[src/rtl/interval_timer_pkg.sv]
package interval_timer_pkg;
  localparam int SHIFT_W = 3;
  localparam int PRE_W = (1 << SHIFT_W) - 1;
  localparam logic [3:0] DIV_KEEP = 4'hB;
  localparam int ENTRY_PER_BIT = 17;
  localparam int ENTRY_MASK_BIT = 16;

  typedef enum logic [1:0] {
    SEL_INIT  = 2'd0,
    SEL_DIV   = 2'd1,
    SEL_ENTRY = 2'd2,
    SEL_COUNT = 2'd3
  } regSel_e;

  typedef struct packed {
    logic load;
    logic reload;
    logic dec;
  } cntStrobe_t;
endpackage

[src/rtl/interval_timer_ctrl.sv]
module interval_timer_ctrl
  import interval_timer_pkg::*;
#(
  parameter int VEC_W = 8
) (
  input  logic             clk,
  input  logic             rstN,
  input  logic             wrEn,
  input  logic [1:0]       wrSel,
  input  logic [3:0]       divIn,
  input  logic             perIn,
  input  logic             maskIn,
  input  logic [VEC_W-1:0] vecIn,
  input  logic             cntZero,
  input  logic             cntOne,
  output cntStrobe_t       strobe,
  output logic [3:0]       divQ,
  output logic             perQ,
  output logic             maskQ,
  output logic [VEC_W-1:0] vecQ,
  output logic             irqValid,
  output logic [VEC_W-1:0] irqVector
);
  logic [PRE_W-1:0]   preCnt;
  logic [PRE_W-1:0]   lowMask;
  logic [SHIFT_W-1:0] divCode;
  logic [SHIFT_W-1:0] shiftAmt;
  logic               tick;
  logic               initWr;
  logic               fire;

  // The prescale code is spread over bits 3, 1 and 0; the shift wraps modulo 8.
  assign divCode  = {divQ[3], divQ[1:0]};
  assign shiftAmt = divCode + SHIFT_W'(1);

  for (genvar i = 0; i < PRE_W; i++) begin : g_mask
    assign lowMask[i] = (SHIFT_W'(i) < shiftAmt);
  end

  assign tick   = &(preCnt | ~lowMask);
  assign initWr = wrEn && (wrSel == SEL_INIT);

  always_comb begin
    strobe.load   = initWr;
    strobe.reload = !initWr && tick && perQ && cntZero;
    strobe.dec    = !initWr && tick && !cntZero;
    fire          = !initWr && tick && !maskQ && (perQ ? cntZero : cntOne);
  end

  always_ff @(posedge clk or negedge rstN) begin
    if (!rstN) begin
      divQ      <= '0;
      perQ      <= 1'b0;
      maskQ     <= 1'b1;
      vecQ      <= '0;
      preCnt    <= '0;
      irqValid  <= 1'b0;
      irqVector <= '0;
    end else begin
      if (wrEn && (wrSel == SEL_DIV)) begin
        divQ <= divIn & DIV_KEEP;
      end
      if (wrEn && (wrSel == SEL_ENTRY)) begin
        perQ  <= perIn;
        maskQ <= maskIn;
        vecQ  <= vecIn;
      end
      if (initWr) begin
        preCnt <= '0;
      end else begin
        preCnt <= preCnt + PRE_W'(1);
      end
      irqValid <= fire;
      if (fire) begin
        irqVector <= vecQ;
      end
    end
  end
endmodule

[src/rtl/interval_timer_dp.sv]
module interval_timer_dp
  import interval_timer_pkg::*;
#(
  parameter int CNT_W = 32,
  parameter int VEC_W = 8
) (
  input  logic             clk,
  input  logic             rstN,
  input  cntStrobe_t       strobe,
  input  logic [CNT_W-1:0] loadVal,
  input  logic [1:0]       rdSel,
  input  logic [3:0]       divQ,
  input  logic             perQ,
  input  logic             maskQ,
  input  logic [VEC_W-1:0] vecQ,
  output logic [CNT_W-1:0] initQ,
  output logic [CNT_W-1:0] cntQ,
  output logic             cntZero,
  output logic             cntOne,
  output logic [CNT_W-1:0] rdData
);
  logic [CNT_W-1:0] entryView;

  assign cntZero = (cntQ == '0);
  assign cntOne  = (cntQ == CNT_W'(1));

  always_ff @(posedge clk or negedge rstN) begin
    if (!rstN) begin
      initQ <= '0;
      cntQ  <= '0;
    end else begin
      if (strobe.load) begin
        initQ <= loadVal;
        cntQ  <= loadVal;
      end else if (strobe.reload) begin
        cntQ <= initQ;
      end else if (strobe.dec) begin
        cntQ <= cntQ - CNT_W'(1);
      end
    end
  end

  always_comb begin
    entryView                 = '0;
    entryView[ENTRY_PER_BIT]  = perQ;
    entryView[ENTRY_MASK_BIT] = maskQ;
    entryView[VEC_W-1:0]      = vecQ;
    case (regSel_e'(rdSel))
      SEL_INIT:  rdData = initQ;
      SEL_DIV:   rdData = {{(CNT_W-4){1'b0}}, divQ};
      SEL_ENTRY: rdData = entryView;
      default:   rdData = cntQ;
    endcase
  end
endmodule

[src/rtl/interval_timer.sv]
module interval_timer
  import interval_timer_pkg::*;
#(
  parameter int CNT_W = 32,
  parameter int VEC_W = 8
) (
  input  logic             clk,
  input  logic             rstN,
  input  logic             wrEn,
  input  logic [1:0]       wrSel,
  input  logic [CNT_W-1:0] wrData,
  input  logic [1:0]       rdSel,
  output logic [CNT_W-1:0] rdData,
  output logic             irqValid,
  output logic [VEC_W-1:0] irqVector
);
  cntStrobe_t       strobe;
  logic [3:0]       divQ;
  logic             perQ;
  logic             maskQ;
  logic [VEC_W-1:0] vecQ;
  logic [CNT_W-1:0] initQ;
  logic [CNT_W-1:0] cntQ;
  logic             cntZero;
  logic             cntOne;

  interval_timer_ctrl #(.VEC_W(VEC_W)) i_ctrl (
    .clk(clk), .rstN(rstN), .wrEn(wrEn), .wrSel(wrSel),
    .divIn(wrData[3:0]), .perIn(wrData[ENTRY_PER_BIT]),
    .maskIn(wrData[ENTRY_MASK_BIT]), .vecIn(wrData[VEC_W-1:0]),
    .cntZero(cntZero), .cntOne(cntOne), .strobe(strobe),
    .divQ(divQ), .perQ(perQ), .maskQ(maskQ), .vecQ(vecQ),
    .irqValid(irqValid), .irqVector(irqVector)
  );

  interval_timer_dp #(.CNT_W(CNT_W), .VEC_W(VEC_W)) i_dp (
    .clk(clk), .rstN(rstN), .strobe(strobe), .loadVal(wrData),
    .rdSel(rdSel), .divQ(divQ), .perQ(perQ), .maskQ(maskQ), .vecQ(vecQ),
    .initQ(initQ), .cntQ(cntQ), .cntZero(cntZero), .cntOne(cntOne),
    .rdData(rdData)
  );
endmodule

[config.mk]
export PLATFORM = sky130hd
export DESIGN_NAME = interval_timer
export DESIGN_NICKNAME = d
export VERILOG_FILES = /design/src/rtl/interval_timer_pkg.sv /design/src/rtl/interval_timer_ctrl.sv /design/src/rtl/interval_timer_dp.sv /design/src/rtl/interval_timer.sv
export SDC_FILE = /design/constraint.sdc
export NUM_CORES = 1
export LEC_CHECK = 0
export BUFFER_PORTS_ARGS = -buffer_cell sky130_fd_sc_hd__buf_4
export CORE_MARGIN = 3
export CORE_UTILIZATION = 50
export DETAILED_ROUTE_END_ITERATION = 6
export HOLD_SLACK_MARGIN = 0.1
export PLACE_DENSITY_LB_ADDON = 0.12
export SYNTH_ARGS = -nofsm -noshare
export SYNTH_HDL_FRONTEND = slang
export SYNTH_HIERARCHICAL = 1
export SYNTH_SLANG_ARGS = --single-unit
[constraint.sdc]
create_clock -name clk -period 7.1 [get_ports clk]
set_input_delay 0 -clock clk [delete_from_list [all_inputs] [get_ports clk]]
set_output_delay 0 -clock clk [all_outputs]
set_load 0.02 [all_outputs]
=== After elaboration in Yosys (flattened, before gate mapping) ===
Cells that the tools add are included.

* Register bits after elaboration: 93
* Latch bits: 0
* Memory bits (writable): 0
* Bits in read-only memories: 0
* Input port bits: 39
* Output and inout port bits: 41
* Word-level logic and storage cells: 49
* Memories: 0

* Add/subtract/negate cells: 3
* $mul: 0
* Divide/modulo/power cells: 0
* $lt $le $gt $ge: 7
* Equal/unequal tests: 5
* Shift-type cells: 0
* Muxes and demuxes: 6
* Bitwise operators: 2
* Reductions and logical operators: 17

{| class="wikitable"
|+ Operators with widths
! kind !! count
|-
| $mux 32 || 3
|-
| $pmux 32 s3 || 1
|-
| $eq 32x1->1 const B || 1
|-
| $logic_not 32->1 || 1
|-
| $sub 32x1->32 const B || 1
|-
| $logic_and 1x1->1 || 9
|-
| $lt 3x3->1 const A || 3
|-
| $add 7x1->7 const B || 1
|-
| $mux 7 || 1
|-
| $not 7->7 || 1
|-
| $or 7x7->7 || 1
|-
| $reduce_and 7->1 || 1
|-
| $lt 1x3->1 const A || 2
|-
| $lt 2x3->1 const A || 2
|-
| $eq 2x1->1 const B || 2
|-
| $eq 2x2->1 const B || 2
|-
| $logic_not 2->1 || 2
|-
| $add 3x1->3 const B || 1
|-
| $logic_not 1->1 || 3
|-
| $reduce_bool 3->1 || 1
|-
| $mux 1 || 1
|}

=== Depth between registers and ports, before layout ===
* Depth after elaboration: 10
* Depth in mapped cells: 14

=== Modules after synthesis ===
The synthesis kept the hierarchy.

{| class="wikitable"
|+ Modules (own cells, without submodules)
! module !! times used !! cells each !! area an instance (um2)
|-
| interval_timer_dp || 1 || 445 || 4129.0
|-
| interval_timer_ctrl || 1 || 95 || 1257.5
|}

=== Worst setup path before layout ===
OpenSTA, ideal clock, no wires.

* Kind: reg2reg
* Start point: register i_dp.cntQ[25]
* End point: register i_dp.cntQ[30]
* Setup time: 0.094 ns
* Arrival: 2.983 ns
* Setup slack: 4.023 ns
* Cell stages (with the launch flop): 12
* Buffers on the path: 1
* Period minus slack after synthesis: 3.077 ns
* Path through: dfrtp_1 > or4_4 > or4_1 > nor4_1 > nand2_1 > nor2_1 > clkbuf_8 > nor3_1 > or4_1 > nor3_2 > xnor2_1 > a221oi_2

{| class="wikitable"
|+ RTL lines
! what !! line !! text
|-
| start: declaration || interval_timer_dp.sv:17 || <nowiki>output logic [CNT_W-1:0] cntQ,</nowiki>
|-
| start signal: assignment || interval_timer_dp.sv:34 || <nowiki>cntQ <= loadVal;</nowiki>
|-
| start signal: assignment || interval_timer_dp.sv:36 || <nowiki>cntQ <= initQ;</nowiki>
|-
| start signal: assignment || interval_timer_dp.sv:38 || <nowiki>cntQ <= cntQ - CNT_W'(1);</nowiki>
|}

==> metrics.yaml <==
cts:
  cts_root_buffer: "clkbuf_8"
  clock_sinks: 93
  cts_buffers: 9
  clk_pin_slew_ns: 0.10
  postCtsSetupBuffers: 0
  worst_skew_pair.late_latency_ns: 0.37
  clk_path_buf_depth: 2
  h-tree-depth: 3
  cts_tree: "done"
sta:
  setup-tns-final_ns: 0
  hold_viol_final: 0
  setup_slack_ns: 3.431
  setup_viol: 0
  timing.fmax_mhz: 272.6
  period_share: 0.5167
  layout_min_cycle_time_ns: 3.669
  slew_headroom: 0.4067
  worst_pin_slew_ns: 0.8881
  fin_skew_ns: 0.01364
  report.final.slew_viol_count: 0
  grt_setup_unrepaired: "no"
worst_setup_path:
  rr_startpoint: "i_dp/cntQ[25]"
  endpoint: "i_dp/cntQ[12]"
  r2r-end: "i_dp/cntQ[12]"
  path_max_fanout: 10
  cp-end-kind: "flip-flop"
  critPathArrivalTime_ns: 3.96
  path_class: "reg -> reg"
  start_kind: "flip-flop"
  r2r_slack_ns: 3.43
  crit_path_max_incr_delay_ns: 0.73
  crit_top_cell: "a21oi_1"
  crit_required_ns: 7.39
  ff2ff_path_depth: 10
  path_cells: "or4_4 -> or4_1 -> nor4_1 -> nand2_1 -> nor2_4 -> nor2b_1 -> a22oi_1 -> o31ai_1 -> a21oi_1 -> a21oi_1"
  startpoint: "i_dp/cntQ[25]"
  critical_path.slowest_cell: "nor2b_1"
power:
  p_sw_uw: 700.4
  leakagePower_nw: 2.828
  power.total_mw: 1.861
  combinationalPowerShare: 0.353
  pwr-share-clk: 0.214
  switching_share: 0.3764
  powerDensity_nw_per_um2: 283.2
  internal_power_mw: 1.160
  seq_power_share: 0.433
  vdd_drop_max_mv: 0.1493
place:
  place.gp.congestion: 0.8871
  hpwl_um: 9488
  preCtsSetupSlack_ns: 3.421
  portBuffers: 79
  dp_cells: 727
final_layout:
  diodes: 0
  nets: 678
  ff_latch_area_sq_um: 2328
  syn2layout_area_growth_pct: 21.97
  multi_input_area_sq_um: 2763
  nFillCells: 865
  fin_cells: 776
  drive_above_1_share: 0.2734
detailed_routing:
  drt_iter0_markers: 383
  wirelength_um: 13840
  drc: 0
  ant_nets: 0
  wl_per_cell_um: 17.83
  dr.pass1.iters: 5
  vias: 4539
  vias_per_cell: 5.849
floorplanning:
  dieArea_sq_um: 12050
  fp-row-count: 37
  die_w_um: 109.8
  die_height_um: 109.8
  start_util: 0.5171
  coreArea_sq_um: 10420
  ioPinCount: 80
grt:
  gr-usage-all-layers: 0.2457
  antenna_found_initial: 0
  grt-ovfl-total: 0
  grt_first_pass_wirelength_um: 23040
  grt_max_degree: 75
  first_global_vias: 4542
hold_path:
  hold_class: "in -> async"
synthesis:
  yosys_most_used_dff: "dfrtp_1"
  synthArstFlopShare: 1.000
  yosysSeqAreaShare: 0.4323
  synth-edff-count: 0
  yosysUniqueCellTypes: 66
  syn_area_sq_um: 5386
  synthesis.instances: 540
  synth_warnings: 6
  avgSynthCellArea_sq_um: 9.975
  ys_ff_latch: 93
  synth_nets: 583
run_status:
  status: "complete, no violations"
job:
  maxCapViolations: 0
-- critical path: cells and delay by family, from the launching register on --
kind / cells / cell delay [ns]
AO/OA/AOI/OAI: 4 / 0.62
flip-flops: 1 / 0.43
AND/OR/NAND/NOR: 6 / 2.54
-- through the flow --
stage | cell area, sq um | hold slack [ns] | util
after floorplan | 5386 | -0.2956 | -
after global placement | 6016 | -0.03081 | 0.5775
after detailed placement | 6016 | -0.03087 | 0.5775
after CTS | 6570 | 0.1005 | 0.6308
after global routing | 6570 | 0.1414 | 0.6308
final | 6570 | 0.09976 | 0.6308
-- layout by cell type, fill, tap and decap left out, drive strengths merged, types with 6 or more instances in the layout --
| cell | Yosys | final |
|---|---|---|
| nor2 | 27 | 27 |
| a22o | 29 | 29 |
| a21oi | 46 | 46 |
| dlygate4sd3 | 0 | 33 |
| buf | 3 | 87 |
| nor3 | 16 | 16 |
| xnor2 | 15 | 15 |
| o21ai | 43 | 43 |
| nand2 | 43 | 43 |
| or4 | 6 | 6 |
| a22oi | 9 | 9 |
| dfrtp | 92 | 92 |
| clkbuf | 33 | 10 |
| mux2 | 44 | 44 |
| inv | 27 | 27 |
| mux2i | 6 | 6 |
| nand4 | 6 | 6 |
| nor4 | 12 | 12 |
| or3 | 7 | 7 |
-- cell usage after synthesis (2+ instances only) --
cell type / n / area share
nor3b_1: 4 / 0.0056
nor2b_1: 4 / 0.0046
o21ai_1: 2 / 0.0019
mux2_2: 43 / 0.090
ha_1: 4 / 0.0093
nor4_1: 10 / 0.012
nand3b_1: 3 / 0.0042
mux4_2: 4 / 0.017
or2_2: 3 / 0.0035
nand2b_1: 3 / 0.0035
dfrtp_1: 92 / 0.43
o31ai_1: 5 / 0.0070
a22o_1: 28 / 0.046
nand3_1: 4 / 0.0037
a21oi_1: 46 / 0.043
a22oi_1: 9 / 0.013
clkbuf_1: 26 / 0.018
nand4_1: 4 / 0.0046
xor2_1: 5 / 0.0081
or3_1: 6 / 0.0070
o221ai_1: 5 / 0.0081
a31oi_1: 5 / 0.0058
nand2_1: 43 / 0.030
o21a_1: 3 / 0.0042
mux2i_1: 6 / 0.011
clkbuf_8: 7 / 0.018
o41ai_1: 3 / 0.0049
inv_1: 27 / 0.019
o21ai_0: 40 / 0.037
buf_4: 2 / 0.0028
a41o_1: 2 / 0.0037
nor3_1: 12 / 0.011
or4_1: 5 / 0.0070
xnor2_1: 15 / 0.024
nor3_2: 3 / 0.0056
nor2_1: 27 / 0.019
-- sequential cells by signal (all words and copies together) (netlist names) --
name and count:
i_ctrl/divQ 3, i_ctrl/irqValid 1, i_ctrl/irqVector 8, i_ctrl/maskQ 1
i_ctrl/perQ 1, i_ctrl/preCnt 7, i_ctrl/vecQ 8, i_dp/cntQ 32
i_dp/initQ 32
-- worst min-delay path by stage --
stage	start	end	slack [ns]	cells past startpoint
2_1_floorplan	rstN	i_ctrl/divQ[0]	-0.30	0
3_3_place_gp	rstN	i_ctrl/preCnt[1]	-0.03	1
3_5_place_dp	rstN	i_ctrl/preCnt[2]	-0.03	1
4_1_cts	rstN	i_ctrl/preCnt[4]	0.10	2
5_1_grt	rstN	i_ctrl/preCnt[5]	0.14	2
6_report	rstN	i_ctrl/preCnt[4]	0.1	2
-- layout make-up --
| type | instances | share of cell area |
|---|---|---|
| clock buffers | 10 | 0.02095 |
| clock inverters | 6 | 0.01314 |
| inverters | 27 | 0.01543 |
| multi-input cells | 384 | 0.4205 |
| flip-flops and latches | 93 | 0.3544 |
| well taps | 136 | 0.02590 |
| repair buffers | 120 | 0.1497 |
-- metal layers --
metal  track usage  up-vias  routed length [um]  part of all wire
met5             0        -                   0                 0
met4       0.07569        0                 171             0.012
met3       0.02877       15                 758             0.055
met2        0.4008      122                6753              0.49
met1        0.3430     2231                6154              0.44
li1              -     2171                   -                 -
-- what timing repair did --
item | CTS | global route
hold buffers | 33 | 0
gates resized for setup | 0 | 0
hold endpoints to repair | 107 | 0
-- kinds of logic (layout without fill, tap and decap cells) --
group,count (synthesis),after routing,share of synthesized area
flip-flops,93,93,0.4323
XOR/XNOR,20,20,0.03252
AND/OR/NAND/NOR,144,144,0.1512
other,1,1,0.0006962
AO/OA/AOI/OAI,161,161,0.1958
multiplexers,54,54,0.1199
buffers and inverters,63,163,0.05830
adder cells (fa/ha/maj),4,4,0.009292
-- power groups by stage --
| stage | clock network (mW) | logic (mW) | registers (mW) |
|---|---|---|---|
| 6_report | 0.397 | 0.657 | 0.806 |
| 5_1_grt | 0.428 | 0.728 | 0.831 |
| 4_1_cts | 0.407 | 0.656 | 0.805 |
| 3_5_place_dp | 0 | 0.637 | 0.817 |
| 3_3_place_gp | 0 | 0.623 | 0.810 |
| 2_1_floorplan | 0 | 0.484 | 0.760 |
Note: power is estimated with default switching activity, not from simulation.
